## src/rtl/psr_pkg.sv

```systemverilog
package psr_pkg;

    typedef enum logic [2:0] {
        ST_IDLE,
        ST_SETUP,
        ST_CMD,
        ST_WAIT,
        ST_WDATA,
        ST_RDATA,
        ST_GAP
    } psr_state_e;

    localparam logic [7:0] OPC_QREAD  = 8'hEB;
    localparam logic [7:0] OPC_QWRITE = 8'h38;
    localparam int         CMD_CLKS   = 8;

endpackage

```

## src/rtl/psr_bank_decode.sv

```systemverilog
module psr_bank_decode #(
    parameter int NUM_BANKS = 6,
    parameter int BANK_AW   = 24,
    parameter int BSEL_W    = 3,
    parameter int ADDR_W    = 27,
    parameter int LEN_W     = 16
) (
    input  logic [ADDR_W-1:0]    addr,
    input  logic [LEN_W-1:0]     len,
    output logic [NUM_BANKS-1:0] bank_oh,
    output logic                 range_ok
);
    localparam int             EW    = ADDR_W + 2;
    localparam logic [EW-1:0]  LIMIT = EW'(NUM_BANKS) << BANK_AW;

    logic [EW-1:0] end_x;

    assign end_x    = EW'(addr) + EW'(len);
    assign range_ok = (end_x <= LIMIT);

    for (genvar g = 0; g < NUM_BANKS; g++) begin : g_sel
        assign bank_oh[g] = (addr[ADDR_W-1:BANK_AW] == BSEL_W'(g));
    end
endmodule

```

## src/rtl/psr_page_split.sv

```systemverilog
module psr_page_split #(
    parameter int PAGE_AW = 10,
    parameter int LEN_W   = 16
) (
    input  logic [PAGE_AW-1:0] page_off,
    input  logic [LEN_W-1:0]   remain,
    output logic [LEN_W-1:0]   sub_len
);
    localparam logic [PAGE_AW:0] PAGE_BYTES = (PAGE_AW+1)'(1) << PAGE_AW;

    logic [PAGE_AW:0] room;
    logic [LEN_W-1:0] room_w;

    assign room    = PAGE_BYTES - {1'b0, page_off};
    assign room_w  = LEN_W'(room);
    assign sub_len = (remain < room_w) ? remain : room_w;
endmodule

```

## src/rtl/psr_bank_ctrl.sv

```systemverilog
module psr_bank_ctrl
    import psr_pkg::*;
#(
    parameter int NUM_BANKS = 6,
    parameter int BANK_AW   = 24,
    parameter int PAGE_AW   = 10,
    parameter int LEN_W     = 16,
    parameter int WAIT_CLKS = 12,
    localparam int BSEL_W   = (NUM_BANKS > 1) ? $clog2(NUM_BANKS) : 1,
    localparam int ADDR_W   = BANK_AW + BSEL_W
) (
    input  logic                 clk,
    input  logic                 rst_n,
    input  logic                 req_valid,
    output logic                 req_ready,
    input  logic                 req_write,
    input  logic [ADDR_W-1:0]    req_addr,
    input  logic [LEN_W-1:0]     req_len,
    input  logic [7:0]           wr_data,
    output logic                 wr_ready,
    output logic [7:0]           rd_data,
    output logic                 rd_valid,
    output logic                 done,
    output logic                 err,
    output logic                 mem_clk,
    output logic [NUM_BANKS-1:0] mem_cs_n,
    output logic [3:0]           mem_sio_out,
    output logic                 mem_sio_oe,
    input  logic [3:0]           mem_sio_in
);
    localparam int CNT_W = $clog2((WAIT_CLKS > CMD_CLKS) ? WAIT_CLKS : CMD_CLKS) + 1;
    localparam logic [CNT_W-1:0] CMD_LAST  = CNT_W'(CMD_CLKS - 1);
    localparam logic [CNT_W-1:0] WAIT_LAST = CNT_W'(WAIT_CLKS - 1);

    psr_state_e state, nxt;

    logic                 ph;
    logic                 nib;
    logic [CNT_W-1:0]     cnt;
    logic [31:0]          shreg;
    logic [ADDR_W-1:0]    cur_addr;
    logic [LEN_W-1:0]     rem;
    logic [LEN_W-1:0]     blen;
    logic                 is_wr;
    logic [7:0]           wbyte;
    logic [3:0]           rhi;

    logic                 mem_clk_q;
    logic [NUM_BANKS-1:0] cs_n_q;
    logic [3:0]           sio_q;
    logic                 oe_q;
    logic [7:0]           rd_data_q;
    logic                 rd_valid_q;
    logic                 done_q;
    logic                 err_q;

    logic [ADDR_W-1:0]    dec_addr;
    logic [LEN_W-1:0]     dec_len;
    logic [NUM_BANKS-1:0] bank_oh;
    logic                 range_ok;
    logic [LEN_W-1:0]     sub_len;
    logic [23:0]          dev_addr;
    logic [7:0]           opcode;
    logic                 cs_idle;

    assign dec_addr = (state == ST_IDLE) ? req_addr : cur_addr;
    assign dec_len  = (state == ST_IDLE) ? req_len  : rem;

    psr_bank_decode #(
        .NUM_BANKS(NUM_BANKS), .BANK_AW(BANK_AW), .BSEL_W(BSEL_W),
        .ADDR_W(ADDR_W), .LEN_W(LEN_W)
    ) u_decode (
        .addr(dec_addr), .len(dec_len), .bank_oh(bank_oh), .range_ok(range_ok)
    );

    psr_page_split #(.PAGE_AW(PAGE_AW), .LEN_W(LEN_W)) u_split (
        .page_off(cur_addr[PAGE_AW-1:0]), .remain(rem), .sub_len(sub_len)
    );

    assign dev_addr = 24'(cur_addr[BANK_AW-1:0]);
    assign opcode   = is_wr ? OPC_QWRITE : OPC_QREAD;

    // ---------------- state register ----------------
    always_ff @(posedge clk or negedge rst_n) begin
        if (!rst_n) state <= ST_IDLE;
        else        state <= nxt;
    end

    always_comb begin
        nxt = state;
        unique case (state)
            ST_IDLE:  if (req_valid && range_ok && req_len != '0) nxt = ST_SETUP;
            ST_SETUP: nxt = ST_CMD;
            ST_CMD:   if (ph && cnt == CMD_LAST) nxt = is_wr ? ST_WDATA : ST_WAIT;
            ST_WAIT:  if (ph && cnt == WAIT_LAST) nxt = ST_RDATA;
            ST_WDATA: if (ph && nib && blen == LEN_W'(1)) nxt = ST_GAP;
            ST_RDATA: if (ph && blen == '0) nxt = ST_GAP;
            ST_GAP:   if (ph) nxt = (rem == '0) ? ST_IDLE : ST_SETUP;
            default:  nxt = ST_IDLE;
        endcase
    end

    // ---------------- outputs and datapath ----------------
    always_ff @(posedge clk or negedge rst_n) begin
        if (!rst_n) begin
            ph <= 1'b0; nib <= 1'b0; cnt <= '0; shreg <= '0;
            cur_addr <= '0; rem <= '0; blen <= '0; is_wr <= 1'b0;
            wbyte <= '0; rhi <= '0;
            mem_clk_q <= 1'b0; cs_n_q <= '1; sio_q <= '0; oe_q <= 1'b0;
            rd_data_q <= '0; rd_valid_q <= 1'b0; done_q <= 1'b0; err_q <= 1'b0;
        end else begin
            rd_valid_q <= 1'b0;
            done_q     <= 1'b0;
            err_q      <= 1'b0;
            unique case (state)
                ST_IDLE: begin
                    if (req_valid) begin
                        if (!range_ok) begin
                            err_q <= 1'b1;
                        end else if (req_len == '0) begin
                            done_q <= 1'b1;
                        end else begin
                            cur_addr <= req_addr;
                            rem      <= req_len;
                            is_wr    <= req_write;
                        end
                    end
                end
                ST_SETUP: begin
                    blen      <= sub_len;
                    sio_q     <= opcode[7:4];
                    shreg     <= {opcode[3:0], dev_addr, 4'h0};
                    cs_n_q    <= ~bank_oh;
                    oe_q      <= 1'b1;
                    mem_clk_q <= 1'b0;
                    ph        <= 1'b0;
                    cnt       <= '0;
                    nib       <= 1'b0;
                end
                ST_CMD: begin
                    if (!ph) begin
                        mem_clk_q <= 1'b1;
                        ph        <= 1'b1;
                    end else begin
                        mem_clk_q <= 1'b0;
                        ph        <= 1'b0;
                        if (cnt == CMD_LAST) begin
                            cnt <= '0;
                            nib <= 1'b0;
                            if (is_wr) begin
                                wbyte <= wr_data;
                                sio_q <= wr_data[7:4];
                            end else begin
                                oe_q  <= 1'b0;
                                sio_q <= '0;
                            end
                        end else begin
                            cnt   <= cnt + CNT_W'(1);
                            sio_q <= shreg[31:28];
                            shreg <= shreg << 4;
                        end
                    end
                end
                ST_WAIT: begin
                    if (!ph) begin
                        mem_clk_q <= 1'b1;
                        ph        <= 1'b1;
                    end else begin
                        mem_clk_q <= 1'b0;
                        ph        <= 1'b0;
                        cnt       <= (cnt == WAIT_LAST) ? '0 : cnt + CNT_W'(1);
                    end
                end
                ST_WDATA: begin
                    if (!ph) begin
                        mem_clk_q <= 1'b1;
                        ph        <= 1'b1;
                    end else begin
                        mem_clk_q <= 1'b0;
                        ph        <= 1'b0;
                        if (!nib) begin
                            sio_q <= wbyte[3:0];
                            nib   <= 1'b1;
                        end else begin
                            nib      <= 1'b0;
                            cur_addr <= cur_addr + ADDR_W'(1);
                            rem      <= rem - LEN_W'(1);
                            if (blen == LEN_W'(1)) begin
                                blen   <= '0;
                                cs_n_q <= '1;
                                oe_q   <= 1'b0;
                                sio_q  <= '0;
                            end else begin
                                blen  <= blen - LEN_W'(1);
                                wbyte <= wr_data;
                                sio_q <= wr_data[7:4];
                            end
                        end
                    end
                end
                ST_RDATA: begin
                    if (!ph) begin
                        mem_clk_q <= 1'b1;
                        ph        <= 1'b1;
                        if (!nib) begin
                            rhi <= mem_sio_in;
                            nib <= 1'b1;
                        end else begin
                            rd_data_q  <= {rhi, mem_sio_in};
                            rd_valid_q <= 1'b1;
                            nib        <= 1'b0;
                            blen       <= blen - LEN_W'(1);
                            cur_addr   <= cur_addr + ADDR_W'(1);
                            rem        <= rem - LEN_W'(1);
                        end
                    end else begin
                        mem_clk_q <= 1'b0;
                        ph        <= 1'b0;
                        if (blen == '0) cs_n_q <= '1;
                    end
                end
                ST_GAP: begin
                    mem_clk_q <= 1'b0;
                    if (!ph) begin
                        ph <= 1'b1;
                    end else begin
                        ph <= 1'b0;
                        if (rem == '0) done_q <= 1'b1;
                    end
                end
                default: ;
            endcase
        end
    end

    assign req_ready   = (state == ST_IDLE);
    assign wr_ready    = (state == ST_CMD && ph && cnt == CMD_LAST && is_wr) ||
                         (state == ST_WDATA && ph && nib && blen != LEN_W'(1));
    assign rd_data     = rd_data_q;
    assign rd_valid    = rd_valid_q;
    assign done        = done_q;
    assign err         = err_q;
    assign mem_clk     = mem_clk_q;
    assign mem_cs_n    = cs_n_q;
    assign mem_sio_out = sio_q;
    assign mem_sio_oe  = oe_q;
    assign cs_idle     = &cs_n_q;

    // ---------------- assertions ----------------
    logic [LEN_W:0] split_end;
    assign split_end = (LEN_W+1)'(cur_addr[PAGE_AW-1:0]) + (LEN_W+1)'(sub_len);


    cs_onehot_chk: assert property (@(posedge clk) disable iff (!rst_n)
        $onehot0(~mem_cs_n));


    clk_idle_low_chk: assert property (@(posedge clk) disable iff (!rst_n)
        cs_idle |-> !mem_clk);


    cs_gap_chk: assert property (@(posedge clk) disable iff (!rst_n)
        $rose(cs_idle) |=> cs_idle);


    bus_release_chk: assert property (@(posedge clk) disable iff (!rst_n)
        (state == ST_WAIT || state == ST_RDATA) |-> !mem_sio_oe);


    done_idle_chk: assert property (@(posedge clk) disable iff (!rst_n)
        done |-> (cs_idle && !err));


    rd_pulse_chk: assert property (@(posedge clk) disable iff (!rst_n)
        rd_valid |=> !rd_valid);


    split_bound_chk: assert property (@(posedge clk) disable iff (!rst_n)
        (state == ST_SETUP) |-> (sub_len != '0 && sub_len <= rem &&
                                 split_end <= ((LEN_W+1)'(1) << PAGE_AW)));


    err_quiet_chk: assert property (@(posedge clk) disable iff (!rst_n)
        err |-> (cs_idle && req_ready));
endmodule

```

## config.mk

```make
export PLATFORM = sky130hd
export DESIGN_NAME = psr_bank_ctrl
export DESIGN_NICKNAME = d
export VERILOG_FILES = /design/src/rtl/psr_pkg.sv /design/src/rtl/psr_bank_decode.sv /design/src/rtl/psr_page_split.sv /design/src/rtl/psr_bank_ctrl.sv
export SDC_FILE = /design/constraint.sdc
export NUM_CORES = 1
export LEC_CHECK = 0
export BUFFER_PORTS_ARGS = -buffer_cell sky130_fd_sc_hd__clkbuf_2
export CORE_MARGIN = 2
export CORE_UTILIZATION = 50
export DETAILED_ROUTE_END_ITERATION = 6
export PLACE_DENSITY = 0.75
export SLEW_MARGIN = 40
export SYNTH_ARGS = -nofsm -noshare
export SYNTH_HDL_FRONTEND = slang
export SYNTH_SLANG_ARGS = --single-unit
```

## constraint.sdc

```tcl
create_clock -name clk -period 9.61 [get_ports clk]
set_clock_uncertainty 0.15 [all_clocks]
set_input_delay 0.4805 -clock clk [delete_from_list [all_inputs] [get_ports clk]]
set_output_delay 0.4805 -clock clk [all_outputs]
set_load 0.05 [all_outputs]
```

Word level (Yosys, flattened, before mapping)
Cells that the tools add are included.
{"block": "word_totals", "ff_bits": 133, "inputBits": 59}
{"block": "op_classes", "n_addsub": 6, "magnitude_cmp": 2, "eq_ne": 38, "mux": 89, "bitwise_logic": 4, "n_reduce_logical": 45}
{"op": "$mux W16", "count": 13}
{"op": "$mux W27", "count": 7}
{"op": "$pmux W16 S3", "count": 2}
{"op": "$pmux W27 S3", "count": 1}
{"op": "$mux W32", "count": 2}
{"op": "$pmux W32 S2", "count": 1}
{"op": "$logic_not A16 Y1", "count": 3}
{"op": "$mux W4", "count": 12}
{"op": "$ne A2 B2 Y1 const B", "count": 21}
{"op": "$sub A16 B1 Y16 const B", "count": 2}
{"op": "$mux W6", "count": 5}
{"op": "$le A29 B27 Y1 const B", "count": 1}
{"op": "$add A27 B16 Y28", "count": 1}
{"op": "$add A27 B1 Y27 const B", "count": 1}
{"op": "$mux W1", "count": 24}
{"op": "$mux W3", "count": 7}
{"op": "$pmux W3 S7", "count": 1}
{"op": "$mux W5", "count": 4}
{"op": "$pmux W6 S3", "count": 1}
{"op": "$reduce_and A6 Y1", "count": 3}
{"op": "$eq A16 B1 Y1 const B", "count": 1}
{"op": "$lt A16 B11 Y1", "count": 1}
{"op": "$ne A16 B1 Y1 const B", "count": 1}
{"op": "$reduce_bool A16 Y1", "count": 1}
{"op": "other kinds (30)", "count": 68}

Longest topological paths before layout
Gate-level depths: netlist of the first run.
{"block": "depth", "depth_word": 8, "ltp_mapped": 23}

By module
A second synthesis of the first run with hierarchy kept.
{"block": "unflattened", "cells_unflattened": 1210, "area_unflattened_um2": 9904.5}
{"mod": "psr_bank_ctrl", "instances": 1, "cells_per_inst": 934, "area_per_inst_um2": 7896.3, "seq_area_each_um2": 3235.6}
{"mod": "psr_bank_decode", "instances": 1, "cells_per_inst": 199, "area_per_inst_um2": 1403.8, "seq_area_each_um2": 0.0}
{"mod": "psr_page_split", "instances": 1, "cells_per_inst": 77, "area_per_inst_um2": 604.3, "seq_area_each_um2": 0.0}

Worst setup path after synthesis of the first run
No wires, ideal clock.
{"block": "synth_path", "kind": "flip-flop to flip-flop", "startpoint": "reg state[2]", "endpoint": "reg cur_addr[23]", "arrival_ns": 5.719, "required_time_ns": 9.337, "slack_ns": 3.618, "path_stages_with_launch": 22, "synth_period_minus_slack_ns": 5.992, "cell_sequence": "dfrtp_1 -> or3_1 -> buf_2 -> inv_1 -> buf_2 -> clkbuf_1 -> buf_1 -> nand2_1 -> nand2_1 -> ha_1 -> a21oi_1 -> nor2b_1 -> a211o_1 -> or3_1 -> a311o_1 -> or4_1 -> or4_1 -> buf_2 -> and2_4 -> buf_6 -> or3_1 -> o221a_2"}
{"block": "synth_between", "elab_chain_cells": 6, "word_cells_on_any_way": 15, "cone_classes": "add/sub (1); order compare (1); eq/ne (7); mux (3); reduce/logical (3)"}
{"element": "start: declaration", "line_no": "psr_bank_ctrl.sv:35", "source": "psr_state_e state, nxt;"}
{"element": "start signal: assignment", "line_no": "psr_bank_ctrl.sv:86", "source": "else state <= nxt;"}
{"element": "$logic_not A3 Y1 (*)"}
{"element": "net req_ready", "line_no": "psr_bank_ctrl.sv:15", "source": "output logic req_ready,"}
{"element": "$mux W27 / $mux W16 (equally long branches)", "line_no": "psr_bank_ctrl.sv:66, psr_bank_ctrl.sv:67"}
{"element": "$add A27 B16 Y28", "line_no": "psr_bank_decode.sv:18", "source": "assign end_x = EW'(addr) + EW'(len);"}
{"element": "$le A29 B27 Y1", "line_no": "psr_bank_decode.sv:19", "source": "assign range_ok = (end_x <= LIMIT);"}
{"element": "$ne A2 B1 Y1 (no source line)"}
{"element": "$reduce_and A6 Y1 (no source line)"}
{"element": "end signal: assignment", "line_no": "psr_bank_ctrl.sv:123", "source": "cur_addr <= req_addr;"}
{"element": "end signal: assignment", "line_no": "psr_bank_ctrl.sv:186", "source": "cur_addr <= cur_addr + ADDR_W'(1);"}
{"element": "end signal: assignment", "line_no": "psr_bank_ctrl.sv:213", "source": "cur_addr <= cur_addr + ADDR_W'(1);"}
{"element": "end: declaration", "line_no": "psr_bank_ctrl.sv:41", "source": "logic [ADDR_W-1:0] cur_addr;"}
The timed path passes the listed nets; every way through them passes the cells marked *.
A chain may end at the register's enable or synchronous reset.

Worst setup path after layout of the first run
{"block": "layout_path", "startpoint": "reg state[2]", "endpoint": "reg rem[7]"}
{"block": "layout_between", "elab_chain_cells": 6, "word_cells_on_any_way": 15, "cone_classes": "add/sub (1); order compare (1); eq/ne (7); mux (3); reduce/logical (3)"}
{"element": "$logic_not A3 Y1", "line_no": "psr_bank_ctrl.sv:66, psr_bank_ctrl.sv:67, psr_bank_ctrl.sv:115"}
{"element": "$mux W27 / $mux W16 (equally long branches)", "line_no": "psr_bank_ctrl.sv:66, psr_bank_ctrl.sv:67"}
{"element": "$add A27 B16 Y28", "line_no": "psr_bank_decode.sv:18"}
{"element": "$le A29 B27 Y1", "line_no": "psr_bank_decode.sv:19"}
{"element": "$ne A2 B1 Y1 (no source line)"}
{"element": "$reduce_and A6 Y1 (no source line)"}
{"element": "end signal: assignment", "line_no": "psr_bank_ctrl.sv:124", "source": "rem <= req_len;"}
{"element": "end signal: assignment", "line_no": "psr_bank_ctrl.sv:187", "source": "rem <= rem - LEN_W'(1);"}
{"element": "end signal: assignment", "line_no": "psr_bank_ctrl.sv:214", "source": "rem <= rem - LEN_W'(1);"}
{"element": "end: declaration", "line_no": "psr_bank_ctrl.sv:42", "source": "logic [LEN_W-1:0] rem;"}
Parallel ways exist; a longest one is shown, timed or not.

==> reports/qor.log, run 1 <==
[finish] signed area change from the synthesized netlist to the final layout 11.48%
[timing] clock period minus worst slack 7656 ps
[worst_setup_path] Worst Setup Path Type reg2reg
[worst_setup_path] startpoint class of the critical path register
[global_routing] All-Layer GR Usage 0.2771
[timing] setup repair after global routing missed its margin no
[outcome] result of the run finished, final reports clean
[synthesis] Synth Warn # 0
[timing] final worst-path cycle share 0.7966
[synthesis] sequential share of the synthesized area 0.3362
[synthesis] Yosys reg bits 129
[synthesis] Simple-Gate Fraction of Synth Area 0.2500
[timing] total count of max-transition violations in the final report 0
[synthesis] Syn Area/Cell 7.928 µm²
[routing] total number of vias 9,406
[synthesis] combined area of all synthesized cells 0.009624 mm²
[timing] Fmax achieved 130.6 MHz
[timing] setup total negative slack 0 ps
[die] starting density of the core 0.5128
[synthesis] multiplexer area fraction after synthesis 0.07137
[clock_tree] clock insertion delay at the later pin of the skew report 430 ps
[finish] final net count 1,348
[clock_tree] cells resized by post-CTS repair 0
[finish] number of diodes added for antenna fixing 0
[timing] headroom to the max-slew limit 0.4599
[synthesis] Synth top area share 0.3198
[job] Max Cap Violations 0
[worst_setup_path] slack of the worst reg-to-reg path 1950 ps
[timing] transition time of the tightest slew-check pin 810.1 ps
[synthesis] share of synthesized flip-flops with an asynchronous set or reset 1.000
[routing] DRT Pass-1 Iters 6
[synthesis] adder-cell share of the synthesized area 0.04758
[clock_tree] Clock Path Buffers 2
[finish] share of final-layout standard cells stronger than drive strength 1 0.1477
[die] width of the die 142.7 µm
[clock_tree] CTS Root Buffer Type sky130_fd_sc_hd__clkbuf_16
[placement] number of buffers added on ports 83
[worst_hold_path] hold crit path type in2reg
[clock_tree] number of clock sinks 129
[synthesis] number of enable-type register cells in the synthesized netlist 0
[power] maximum resistive drop on vdd 0.2920 mV
[routing] Detailed Route Iter0 Violations 1,120
[clock_tree] clock tree from TritonCTS done
[power] internal power 2.163 mW
[routing] DRC violation count after routing 0
[synthesis] post-synthesis cell type with the largest combined area sky130_fd_sc_hd__dfrtp_1
[synthesis] count of mapped cells out of synthesis 1,214
[power] sequential power share 0.255
[worst_setup_path] Setup crit end kind register
[finish] share of the core filled with cells 0.5717
[synthesis] share of the synthesized netlist area taken by xor and xnor gates 0.02093
[placement] Placed Area 0.01013 mm²
[worst_setup_path] highest fanout seen on the critical path 37
[global_routing] vias in the first global route 8,628
[clock_tree] number of buffers inserted for hold repair after clock tree synthesis 1
[routing] Via-to-Cell Ratio 6.271
[timing] Worst Hold Margin 122.4 ps
[synthesis] Primary FF master, synth sky130_fd_sc_hd__dfrtp_1
[clock_tree] depth of the CTS H-tree 4
[routing] wirelength, routed 27.59 mm
[worst_setup_path] Data required, critical path 9760 ps
[die] area of the core 0.01877 mm²
[power] Sw Share 0.5007
[synthesis] main combinational cell family by area after synthesis simple AND/OR/NAND/NOR gates
[timing] Setup Viol. Count Final 0
[die] top-level port count 84
[synthesis] fraction of the mapped netlist area in compound gates 0.2258
[timing] final worst-path setup slack 1954 ps
[placement] global placer's final weighted congestion 0.9185
[power] power dissipated by switching net loads 2.169 mW
[routing] WL/cell 18.39 µm
[worst_setup_path] data arrival time of the worst path 7800 ps
[global_routing] global-route wire length before repair 44.61 mm
[clock_tree] CTS Buf Count 17
[synthesis] syn nets 1,309
[synthesis] cells taking the most area after synthesis sky130_fd_sc_hd__dfrtp_1, sky130_fd_sc_hd__nand2_1, sky130_fd_sc_hd__a21oi_1
[placement] minimum setup slack after placement 2097 ps
[finish] number of filler instances in the final layout 1,712
[power] Leak Pwr 4.581 nW
[global_routing] total grt overflow 0
[timing] total count of hold-check failures in the final report 0
[die] number of standard-cell rows in the floorplan 50
[power] power density normalized to cell area 403.8 mW/mm²
[power] clock network power share 0.143
[die] height of the die 142.7 µm
[global_routing] antenna violations before repair 0
[routing] ANT nets after route 0
[finish] post-layout instance area 0.01073 mm²
[clock_tree] Post-CTS Repair Setup Buffers 0
[synthesis] number of unique standard cell types used by synthesis 74
[placement] estimated wirelength of the detail-placed design 19.88 mm
[clock_tree] clock-pin slew on the worst setup and hold paths 60 ps
[die] Die Area 0.02037 mm²
[global_routing] largest net degree at the start of global routing 81
[power] portion of total power attributed to combinational logic 0.602
-- state kept, by name, summed over array words and instances (netlist names), 5 cells and up --
register and count:
rd_data 8, shreg 28, cnt 5, blen 16
mem_cs_n 6, cur_addr 27, rem 16
-- power by group through the flow --
| stage | Clock, mW | Sequential [mW] | Combinational [mW] |
|---|---|---|---|
| after floorplan | 0 | 1.04 | 2.03 |
| after global placement | 0 | 1.09 | 2.53 |
| after detailed placement | 0 | 1.10 | 2.57 |
| after CTS | 0.623 | 1.09 | 2.59 |
| after global routing | 0.649 | 1.14 | 2.90 |
| final | 0.618 | 1.11 | 2.61 |
-- critical path, stage by stage, from the launching register on --
cell	delay, ps
sky130_fd_sc_hd__dfrtp_1	810
sky130_fd_sc_hd__or3_1	240
sky130_fd_sc_hd__buf_4	360
sky130_fd_sc_hd__clkinv_1	730
sky130_fd_sc_hd__buf_4	450
sky130_fd_sc_hd__nand2_1	80
sky130_fd_sc_hd__nand2_1	50
sky130_fd_sc_hd__ha_1	370
sky130_fd_sc_hd__o211ai_1	160
sky130_fd_sc_hd__o21ai_1	310
sky130_fd_sc_hd__nor4b_1	650
sky130_fd_sc_hd__o221a_2	300
sky130_fd_sc_hd__o22ai_1	60
sky130_fd_sc_hd__or4_1	560
sky130_fd_sc_hd__or4_1	820
sky130_fd_sc_hd__nand2_1	670
sky130_fd_sc_hd__buf_4	410
sky130_fd_sc_hd__mux2i_1	210
sky130_fd_sc_hd__nand3_1	90
-- metrics by stage --
| step | cells | power, mW |
|---|---|---|
| after global routing | 1500 | 4.694 |
| after global placement | 1466 | 3.621 |
| after CTS | 1499 | 4.303 |
| after detailed placement | 1466 | 3.669 |
| after floorplan | 1214 | 3.065 |
| final | 1500 | 4.332 |
-- layer usage --
layer	vias to the layer above	track usage	part of all wire
met1	4450	0.3926	0.44
li1	4521	-	-
met5	-	0	0
met4	0	0.1209	0.034
met3	61	0.05433	0.079
met2	374	0.4124	0.44
-- area by class of cell --
type	count	area (µm²)	area share
well taps	234	292.8	0.02729
clock buffers	19	452.9	0.04222
repair buffers	100	571.8	0.05329
clock inverters	13	110.1	0.01026
multi-input cells	972	5942	0.5538
inverters	33	123.9	0.01155
flip-flops and latches	129	3236	0.3016
-- synth_stat cells, types with 12 or more instances --
cell type	instances
sky130_fd_sc_hd__a21oi_1	102
sky130_fd_sc_hd__clkbuf_1	61
sky130_fd_sc_hd__dfrtp_1	123
sky130_fd_sc_hd__ha_1	35
sky130_fd_sc_hd__inv_1	30
sky130_fd_sc_hd__mux2_2	21
sky130_fd_sc_hd__mux2i_1	45
sky130_fd_sc_hd__nand2_1	197
sky130_fd_sc_hd__nand3_1	72
sky130_fd_sc_hd__nand4_1	15
sky130_fd_sc_hd__nor2_1	96
sky130_fd_sc_hd__nor3_1	37
sky130_fd_sc_hd__nor4_1	14
sky130_fd_sc_hd__o211ai_1	14
sky130_fd_sc_hd__o21ai_0	83
sky130_fd_sc_hd__o221a_2	14
sky130_fd_sc_hd__or3_1	29
sky130_fd_sc_hd__xor2_1	12
-- worst paths after layout --
check	start	endpoint	cells after the start
worst max register to register	state[2]$_DFFE_PN0P_	rem[7]$_DFFE_PN0P_	18
worst max-delay path	state[2]$_DFFE_PN0P_	rem[7]$_DFFE_PN0P_	18
worst min register to register	rhi[3]$_DFFE_PN0P_	rd_data[7]$_DFFE_PN0P_	2
worst min-delay path	mem_sio_in[1]	rd_data[1]$_DFFE_PN0P_	3
min in group asynchronous	rst_n	blen[3]$_DFFE_PN0P_	2
max in group asynchronous	rst_n	cur_addr[10]$_DFFE_PN0P_	4
-- cell usage in the layout, fill, tap and decap left out, types with 5 or more instances in the layout --
cell type                   Yosys  routed
sky130_fd_sc_hd__dfstp_2        6       6
sky130_fd_sc_hd__nor2b_1        5       5
sky130_fd_sc_hd__or3_1         29      29
sky130_fd_sc_hd__inv_1         30      29
sky130_fd_sc_hd__a211oi_1      10      10
sky130_fd_sc_hd__o211ai_1      14      14
sky130_fd_sc_hd__ha_1          35      34
sky130_fd_sc_hd__mux2i_1       45      45
sky130_fd_sc_hd__mux2_2        21      21
sky130_fd_sc_hd__xnor2_1       11      11
sky130_fd_sc_hd__nor2_1        96      95
sky130_fd_sc_hd__a2bb2oi_1     11      11
sky130_fd_sc_hd__clkbuf_16      0      17
sky130_fd_sc_hd__nor3_1        37      37
sky130_fd_sc_hd__nor4_1        14      14
sky130_fd_sc_hd__clkbuf_2       0      82
sky130_fd_sc_hd__o31ai_1       11      11
sky130_fd_sc_hd__nand2b_1       9       9
sky130_fd_sc_hd__nand2_1      197     197
sky130_fd_sc_hd__nand3_1       72      72
sky130_fd_sc_hd__and2_1         7       7
sky130_fd_sc_hd__buf_4          0      15
sky130_fd_sc_hd__a21o_1         6       6
sky130_fd_sc_hd__nand4_1       15      15
sky130_fd_sc_hd__o221a_2       14      14
sky130_fd_sc_hd__o21ai_0       83      83
sky130_fd_sc_hd__and3_1         5       5
sky130_fd_sc_hd__dfrtp_1      123     123
sky130_fd_sc_hd__o22ai_1       10      10
sky130_fd_sc_hd__a21oi_1      102     101
sky130_fd_sc_hd__xor2_1        12      12
sky130_fd_sc_hd__o21a_1         6       6
sky130_fd_sc_hd__a211o_1        7       7
sky130_fd_sc_hd__clkinv_2       0       6
sky130_fd_sc_hd__a31oi_1        5       5
-- logic make-up (layout without fill, tap and decap cells) --
logic type / after synthesis / after routing
and+or+nand+nor: 514 / 514
AOI/OAI and AO/OA: 333 / 333
muxes: 66 / 66
xor gates and xnor gates: 23 / 23
adders and majority gates: 36 / 36
DFF: 129 / 129
buffers and inverters: 113 / 165
No activity file was read; power rests on OpenSTA's default activity.
==> run 2: changes to the inputs <==
==> constraint.sdc (replaced) <==
create_clock -name clk -period 7.1 [get_ports clk]
set_clock_uncertainty 0.15 [all_clocks]
set_input_delay 0.355 -clock clk [delete_from_list [all_inputs] [get_ports clk]]
set_output_delay 0.355 -clock clk [all_outputs]
set_load 0.05 [all_outputs]
==> run 2 against run 1 <==
Compared with the run above: register-to-register slack got worse by 840 ps; final area increased by 1.4%; count of clock-buffer cells in the layout increased by 4; flip-flop and latch count unchanged.
==> reports/qor.log, run 2 (synthesis results as in run 1) <==
[outcome] result of the run finished, final reports clean
[finish] most frequent standard cell in the layout excluding fill and tap cells sky130_fd_sc_hd__nand2_1
[global_routing] largest net degree at the start of global routing 81 [unchanged]
[die] width of the die 142.7 µm [unchanged]
[global_routing] antenna violations before repair 0 [unchanged]
[global_routing] total grt overflow 0 [unchanged]
[worst_setup_path] highest fanout seen on the critical path 42 [+14%]
[global_routing] All-Layer GR Usage 0.2749 [-0.002200]
[timing] total count of max-transition violations in the final report 0 [unchanged]
[clock_tree] clock-pin slew on the worst setup and hold paths 60 ps [about the same]
[timing] total count of hold-check failures in the final report 0 [unchanged]
[routing] total number of vias 9,472 [+0.70%]
[routing] wirelength, routed 27.43 mm [-0.57%]
[worst_hold_path] hold crit path type in2reg
[worst_setup_path] Worst Setup Path Type reg2reg
[routing] DRT Pass-1 Iters 5 [-1]
[die] Die Area 0.02037 mm² [unchanged]
[die] starting density of the core 0.5128 [unchanged]
[placement] Placed Instances 1,469 [+0.20%]
[clock_tree] clock insertion delay at the later pin of the skew report 430 ps [about the same]
[finish] number of diodes added for antenna fixing 0 [unchanged]
[finish] final net count 1,355 [+0.52%]
[finish] post-layout instance area 0.01088 mm² [+1.4%]
[routing] amount of wire on met3 after detailed routing 2.113 mm [-3.1%]
[timing] final worst-path cycle share 0.8429 [+0.04631]
[placement] Placed Area 0.01017 mm² [+0.41%]
[worst_setup_path] Data required, critical path 7250 ps [-2510 ps]
[clock_tree] clock tree from TritonCTS done
[clock_tree] number of buffers inserted for hold repair after clock tree synthesis 5 [+4]
[worst_setup_path] Setup crit end kind register
[routing] ANT nets after route 0 [unchanged]
[clock_tree] depth of the CTS H-tree 4 [unchanged]
[routing] Detailed Route Iter0 Violations 1,056 [-5.7%]
[clock_tree] CTS Root Buffer Type sky130_fd_sc_hd__clkbuf_16
[finish] registers with the most flip-flops shreg (28), cur_addr (27)
[routing] uppermost metal layer occupied by signal nets met4
[clock_tree] CTS Buf Count 17 [unchanged]
[die] area of the core 0.01877 mm² [unchanged]
[routing] amount of wire on met2 after detailed routing 12.22 mm [-0.20%]
[finish] final instance count without filler cells 1,507 [+0.47%]
[die] top-level port count 84 [unchanged]
[finish] signed area change from the synthesized netlist to the final layout 13.05%
[worst_setup_path] data arrival time of the worst path 6140 ps [-1660 ps]
[placement] number of buffers added on ports 83 [unchanged]
[placement] estimated wirelength of the detail-placed design 19.67 mm [-1.0%]
[global_routing] vias in the first global route 8,667 [+0.45%]
[worst_setup_path] startpoint class of the critical path register
[timing] clock period minus worst slack 5985 ps [-1671 ps]
[die] height of the die 142.7 µm [unchanged]
[timing] Worst Hold Margin 8.627 ps [-113.8 ps]
[power] power density normalized to cell area 553.8 mW/mm² [+37%]
[clock_tree] Post-CTS Repair Setup Buffers 0 [unchanged]
[finish] share of the core filled with cells 0.5797 [+0.008066]
[finish] most frequent cells in the layout sky130_fd_sc_hd__nand2_1, sky130_fd_sc_hd__dfrtp_1, sky130_fd_sc_hd__a21oi_1, sky130_fd_sc_hd__nor2_1, sky130_fd_sc_hd__o21ai_0
[timing] final worst-path setup slack 1115 ps [-839.3 ps]
[global_routing] global-route wire length before repair 44.44 mm [-0.37%]
[finish] share of final-layout standard cells stronger than drive strength 1 0.1485 [+0.0007589]
[clock_tree] Clock Path Buffers 2 [unchanged]
[routing] DRC violation count after routing 0 [unchanged]
[placement] minimum setup slack after placement 1229 ps [-868.6 ps]
[timing] transition time of the tightest slew-check pin 893.2 ps [+83.05 ps]
[finish] Largest register FFs 28 [unchanged]
[timing] headroom to the max-slew limit 0.3970 [-0.06293]
[power] maximum resistive drop on vdd 0.3775 mV [+29%]
[finish] register containing the most flip-flops in the final layout shreg
[job] Max Cap Violations 0 [unchanged]
[timing] Fmax achieved 167.1 MHz [+28%]
[worst_setup_path] startpoint of the worst setup timing path state[2]$_DFFE_PN0P_
[clock_tree] cells resized by post-CTS repair 0 [unchanged]
[routing] post-route met1 wirelength 12.31 mm [+0.67%]
[die] number of standard-cell rows in the floorplan 50 [unchanged]
[timing] setup repair after global routing missed its margin no
[routing] Via-to-Cell Ratio 6.285 [+0.23%]
[worst_setup_path] launch instance of the worst register-to-register path state[2]$_DFFE_PN0P_
[routing] WL/cell 18.20 µm [-1.0%]
[placement] global placer's final weighted congestion 0.9629 [+4.8%]
[power] Leak Pwr 4.641 nW [+1.3%]
[clock_tree] number of clock sinks 129 [unchanged]
[timing] Setup Viol. Count Final 0 [unchanged]
[power] overall power consumption 6.025 mW [+39%]
[timing] setup total negative slack 0 ps [unchanged]
[worst_hold_path] start point of the worst min-delay path mem_sio_in[2]
## run 2: cell count changes in the layout (fill, tap and decap cells not counted), moves of 2 or more
cell / previous run / this run
sky130_fd_sc_hd__clkbuf_1: 0 / 2
sky130_fd_sc_hd__inv_6: 2 / 0
sky130_fd_sc_hd__dlygate4sd3_1: 1 / 5
sky130_fd_sc_hd__clkinv_2: 6 / 2
sky130_fd_sc_hd__buf_8: 0 / 2
sky130_fd_sc_hd__clkinv_4: 2 / 0
sky130_fd_sc_hd__bufinv_16: 1 / 4
sky130_fd_sc_hd__clkbuf_8: 2 / 4
## run 2: critical path, stage by stage, from the launching register on
cell and delay, ps:
sky130_fd_sc_hd__dfrtp_1 340, sky130_fd_sc_hd__or3_1 140, sky130_fd_sc_hd__clkinv_1 460, sky130_fd_sc_hd__buf_4 360, sky130_fd_sc_hd__nand2_1 60, sky130_fd_sc_hd__o21ai_0 150, sky130_fd_sc_hd__fa_1 470, sky130_fd_sc_hd__a211oi_1 490
sky130_fd_sc_hd__o211ai_1 230, sky130_fd_sc_hd__a21oi_1 240, sky130_fd_sc_hd__xnor2_1 100, sky130_fd_sc_hd__a311o_1 310, sky130_fd_sc_hd__or4_1 560, sky130_fd_sc_hd__or4_1 830, sky130_fd_sc_hd__nand2_1 160, sky130_fd_sc_hd__buf_4 440
sky130_fd_sc_hd__mux2i_1 260, sky130_fd_sc_hd__nand3_1 80
## run 2: routing by layer
layer | global-route usage | up-vias
met5 | 0 | -
met4 | 0.09745 | 0
met3 | 0.04225 | 61
met2 | 0.4190 | 421
met1 | 0.3976 | 4450
li1 | - | 4540
## run 2: path summary, 6_finish.rpt
path	to	slack, ps	depth (start not counted)
max	cur_addr[10]$_DFFE_PN0P_	1120	17
min	rd_data[2]$_DFFE_PN0P_	9	3
max reg2reg	cur_addr[10]$_DFFE_PN0P_	1120	17
min reg2reg	rd_data[4]$_DFFE_PN0P_	310	2
max in group asynchronous	mem_cs_n[2]$_DFFE_PN1P_	5370	4
min in group asynchronous	blen[0]$_DFFE_PN0P_	370	2
## run 2: report_power, final
group | switching (mW) | internal (mW) | leakage [nW]
clock | 0.327 | 0.623 | 0.305
combinational | 2.21 | 1.39 | 2.80
sequential | 0.416 | 1.06 | 1.53
## run 2: layout make-up
class | instances | area (µm²)
clock inverters | 9 | 152.6
flip-flops and latches | 129 | 3236
multi-input cells | 972 | 5946
repair buffers | 107 | 641.9
well taps | 234 | 292.8
clock buffers | 23 | 488.0
fillers | 1694 | 7888
inverters | 33 | 123.9
==> run 3: changes to the inputs <==
--- a/config.mk
+++ b/config.mk
@@ -5,6 +5,7 @@
 export SDC_FILE = /design/constraint.sdc
 export NUM_CORES = 1
 export LEC_CHECK = 0
+export ABC_AREA = 1
 export BUFFER_PORTS_ARGS = -buffer_cell sky130_fd_sc_hd__clkbuf_2
 export CORE_MARGIN = 2
 export CORE_UTILIZATION = 50
==> constraint.sdc (replaced) <==
create_clock -name clk -period 5.7 [get_ports clk]
set_clock_uncertainty 0.15 [all_clocks]
set_input_delay 0.285 -clock clk [delete_from_list [all_inputs] [get_ports clk]]
set_output_delay 0.285 -clock clk [all_outputs]
set_load 0.05 [all_outputs]
==> run 3 against run 2 <==
Compared with the run above: synthesized cell count increased by 16%; die area decreased by 0.83%; core utilization increased by 0.14 points; final cell count increased by 15%; final area about the same; first-iteration DRC count decreased by 8.4%; count of clock-buffer cells in the layout decreased by 2; sequential share of layout area about the same; synthesized area decreased by 0.85%.
==> reports/qor.log, run 3 <==
[synthesis] syn nets 1,508 [+15%]
[timing] total count of max-transition violations in the final report 0 [unchanged]
[worst_setup_path] cell-by-cell listing of the critical path nor2_4 -> nand2_4 -> inv_2 -> nand2_1 -> o21ai_0 -> ha_1 -> fa_1 -> or2_2 -> nor2_1 -> nand3_1 -> nor2_1 -> nand3_1 -> nor2_1 -> nand2_1 -> nor2_1 -> nand2_1 -> nor2_1 -> nand3_1 -> nand2_1 -> nand2_1 -> a21oi_4 -> buf_4 -> nand2_1 -> o21ai_1
[synthesis] combined area of all synthesized cells 0.009543 mm² [-0.85%]
[power] overall power consumption 6.830 mW [+13%]
[power] Leak Pwr 5.376 nW [+16%]
[finish] final net count 1,587 [+17%]
[global_routing] global-route wire length before repair 42.60 mm [-4.1%]
[global_routing] antenna violations before repair 2 [+2]
[finish] register containing the most flip-flops in the final layout shreg
[synthesis] Yosys reg bits 129 [unchanged]
[synthesis] post-synthesis cell type with the largest combined area sky130_fd_sc_hd__dfrtp_1
[power] power dissipated by switching net loads 3.487 mW [+18%]
[timing] clock period minus worst slack 4958 ps [-1027 ps]
[clock_tree] clock tree from TritonCTS done
[placement] estimated wirelength of the detail-placed design 19.32 mm [-1.8%]
[worst_setup_path] data arrival time of the worst path 5160 ps [-980 ps]
[die] top-level port count 84 [unchanged]
[synthesis] commonest cells in the synthesized netlist sky130_fd_sc_hd__nand2_1, sky130_fd_sc_hd__inv_1, sky130_fd_sc_hd__o21ai_0
[routing] DRC violation count after routing 0 [unchanged]
[synthesis] number of unique standard cell types used by synthesis 53 [-28%]
[clock_tree] CTS Root Buffer Type sky130_fd_sc_hd__clkbuf_16
[global_routing] total grt overflow 0 [unchanged]
[routing] Detailed Route Iter0 Violations 967 [-8.4%]
[clock_tree] Post-CTS Repair Setup Buffers 0 [unchanged]
[power] maximum resistive drop on vdd 0.2770 mV [-27%]
[die] Die Area 0.02021 mm² [-0.83%]
[finish] signed area change from the synthesized netlist to the final layout 13.91%
[clock_tree] clock-pin slew on the worst setup and hold paths 60 ps [about the same]
[worst_setup_path] highest fanout seen on the critical path 38 [-9.5%]
[finish] Largest register FFs 28 [unchanged]
[placement] Placed Instances 1,693 [+15%]
[worst_setup_path] crit-path leading delay family simple AND/OR/NAND/NOR gates
[clock_tree] number of buffers inserted for hold repair after clock tree synthesis 14 [+9]
[synthesis] count of mapped cells out of synthesis 1,413 [+16%]
[synthesis] most common cell in the netlist sky130_fd_sc_hd__nand2_1
[synthesis] Synth Warn # 0 [unchanged]
[timing] total count of hold-check failures in the final report 0 [unchanged]
[finish] final instance count without filler cells 1,739 [+15%]
[outcome] result of the run finished, final reports clean
[power] power density normalized to cell area 628.3 mW/mm² [+13%]
[finish] most frequent cells in the layout sky130_fd_sc_hd__nand2_1, sky130_fd_sc_hd__inv_1, sky130_fd_sc_hd__o21ai_0, sky130_fd_sc_hd__nor2_1, sky130_fd_sc_hd__dfrtp_1
[global_routing] vias in the first global route 8,714 [+0.54%]
[synthesis] share of synthesized flip-flops with an asynchronous set or reset 1.000 [unchanged]
[clock_tree] clock insertion delay at the later pin of the skew report 430 ps [about the same]
[synthesis] Synth top area share 0.3225 [+0.002726]
[placement] number of buffers added on ports 83 [unchanged]
[power] clock network power share 0.153 [-0.005]
[placement] global placer's final weighted congestion 0.9371 [-2.7%]
[job] Max Cap Violations 0 [unchanged]
[timing] Setup Viol. Count Final 0 [unchanged]
[global_routing] All-Layer GR Usage 0.2641 [-0.01080]
[worst_hold_path] hold crit path type in2reg
[worst_setup_path] Setup crit end kind register
[synthesis] Primary FF master, synth sky130_fd_sc_hd__dfrtp_1
[worst_setup_path] critical path's most frequent cell sky130_fd_sc_hd__nand2_1
[power] internal power 3.343 mW [+8.6%]
[global_routing] largest net degree at the start of global routing 70 [-14%]
[synthesis] cells taking the most area after synthesis sky130_fd_sc_hd__dfrtp_1, sky130_fd_sc_hd__nand2_1, sky130_fd_sc_hd__o21ai_0
[clock_tree] depth of the CTS H-tree 4 [unchanged]
[die] width of the die 142.2 µm [-0.41%]
[clock_tree] CTS Buf Count 17 [unchanged]
[worst_setup_path] Worst Setup Path Type reg2reg
[finish] share of final-layout standard cells stronger than drive strength 1 0.1116 [-0.03684]
[power] sequential power share 0.253 [+0.008]
[routing] Via-to-Cell Ratio 5.503 [-12%]
[worst_setup_path] cell with the largest stage delay on the worst path sky130_fd_sc_hd__a21oi_4
[power] Sw Share 0.5106 [+0.02120]
[clock_tree] number of clock sinks 129 [unchanged]
[die] starting density of the core 0.5102 [-0.002633]
[routing] WL/cell 14.91 µm [-18%]
[finish] number of filler instances in the final layout 1,754 [+3.5%]
[finish] registers with the most flip-flops shreg (28), cur_addr (27)
[timing] final worst-path cycle share 0.8698 [+0.02682]
[routing] total number of vias 9,569 [+1.0%]
[timing] setup repair after global routing missed its margin no
[finish] number of diodes added for antenna fixing 0 [unchanged]
[timing] setup total negative slack 0 ps [unchanged]
[worst_setup_path] Worst Path Buf+Inv 2 [-1]
[synthesis] sequential share of the synthesized area 0.3391 [+0.002865]
[timing] headroom to the max-slew limit 0.4511 [+0.05408]
[worst_setup_path] Data required, critical path 5900 ps [-1350 ps]
[die] area of the core 0.01871 mm² [-0.33%]
[timing] Fmax achieved 201.7 MHz [+21%]
[clock_tree] Clock Path Buffers 2 [unchanged]
[die] number of standard-cell rows in the floorplan 50 [unchanged]
[die] height of the die 142.2 µm [-0.41%]
[synthesis] number of enable-type register cells in the synthesized netlist 0 [unchanged]
[synthesis] Syn Area/Cell 6.754 µm² [-15%]
[finish] most frequent standard cell in the layout excluding fill and tap cells sky130_fd_sc_hd__nand2_1
[worst_setup_path] startpoint class of the critical path register
[clock_tree] cells resized by post-CTS repair 0 [unchanged]
[timing] transition time of the tightest slew-check pin 822.2 ps [-70.98 ps]
[power] portion of total power attributed to combinational logic 0.594 [-0.003]
[routing] wirelength, routed 25.94 mm [-5.4%]
[routing] ANT nets after route 0 [unchanged]
[worst_setup_path] longest individual stage delay on the worst path 470 ps [-360 ps]
[routing] DRT Pass-1 Iters 6 [+1]
-- run 3: changes by cell type after synthesis, sizes merged, moves of 10 or more --
cell and delta:
o221a -14, inv +166, xor2 +25, o21ai +89, or3 -29, clkbuf -29
mux2i -45, nor3 -10, a2bb2oi -10, a211oi -12, nand2 +182, a21oi -56
nor2 +42
-- run 3: stage by stage --
step	util	hold slack, ps	setup WS [ps]	area, µm²
2_1_floorplan	-	-160.6	1379	9543
3_3_place_gp	0.5417	155.0	943.3	10130
3_5_place_dp	0.5439	156.0	810.5	10170
4_1_cts	0.5811	33.78	795.9	10870
5_1_grt	0.5811	66.20	224.2	10870
6_report	0.5811	38.73	742.4	10870
-- run 3: worst paths after layout --
path	end	slack [ps]	startpoint	depth (start not counted)
setup / recovery	cur_addr[3]$_DFFE_PN0P_	740	state[1]$_DFFE_PN0P_	24
hold / removal	cur_addr[25]$_DFFE_PN0P_	40	req_addr[25]	5
setup reg to reg	cur_addr[3]$_DFFE_PN0P_	740	state[1]$_DFFE_PN0P_	24
hold reg to reg	mem_cs_n[0]$_DFFE_PN1P_	350	mem_cs_n[0]$_DFFE_PN1P_	2
max in group asynchronous	cur_addr[16]$_DFFE_PN0P_	4140	rst_n	3
min in group asynchronous	blen[11]$_DFFE_PN0P_	250	rst_n	2
-- run 3: area by class of cell --
class	count	area [µm²]	area share
multi-input combinational	1041	5398	0.4965
sequential	129	3236	0.2977
inverter	197	739.5	0.06803
timing repair buffer	106	648.1	0.05962
clock buffer	21	440.4	0.04052
tap	234	292.8	0.02693
clock inverter	11	116.4	0.01070
-- run 3: logic make-up after synthesis --
| family | count (synthesis) | share of synthesized area |
|---|---|---|
| AOI/OAI and AO/OA | 291 | 0.1712 |
| xor gates and xnor gates | 42 | 0.03855 |
| adders and majority gates | 36 | 0.04799 |
| buffers and inverters | 243 | 0.09794 |
| DFF | 129 | 0.3391 |
| muxes | 16 | 0.01888 |
| and+or+nand+nor | 656 | 0.2864 |
-- run 3: per-layer routing --
layer	up-vias	part of all wire	global-route usage
met1	4395	0.46	0.3710
li1	4795	-	-
met4	0	0.015	0.08211
met3	34	0.062	0.03970
met5	-	0	0
met2	345	0.46	0.4218
-- run 3: worst reg2reg max path, delay by kind of cell, from the launching register on --
family / cells / cell delay, ps
AOI/OAI and AO/OA: 3 / 680
buffers and inverters: 2 / 900
and+or+nand+nor: 17 / 2030
DFF: 1 / 440
adders and majority gates: 2 / 700
-- run 3: power by group through the flow --
stage	Combinational [mW]	Clock (mW)	Sequential, mW
6_report	4.06	1.04	1.73
4_1_cts	4.03	1.05	1.72
2_1_floorplan	2.95	0	1.81
3_3_place_gp	3.88	0	1.71
5_1_grt	4.62	1.10	1.78
3_5_place_dp	3.98	0	1.73
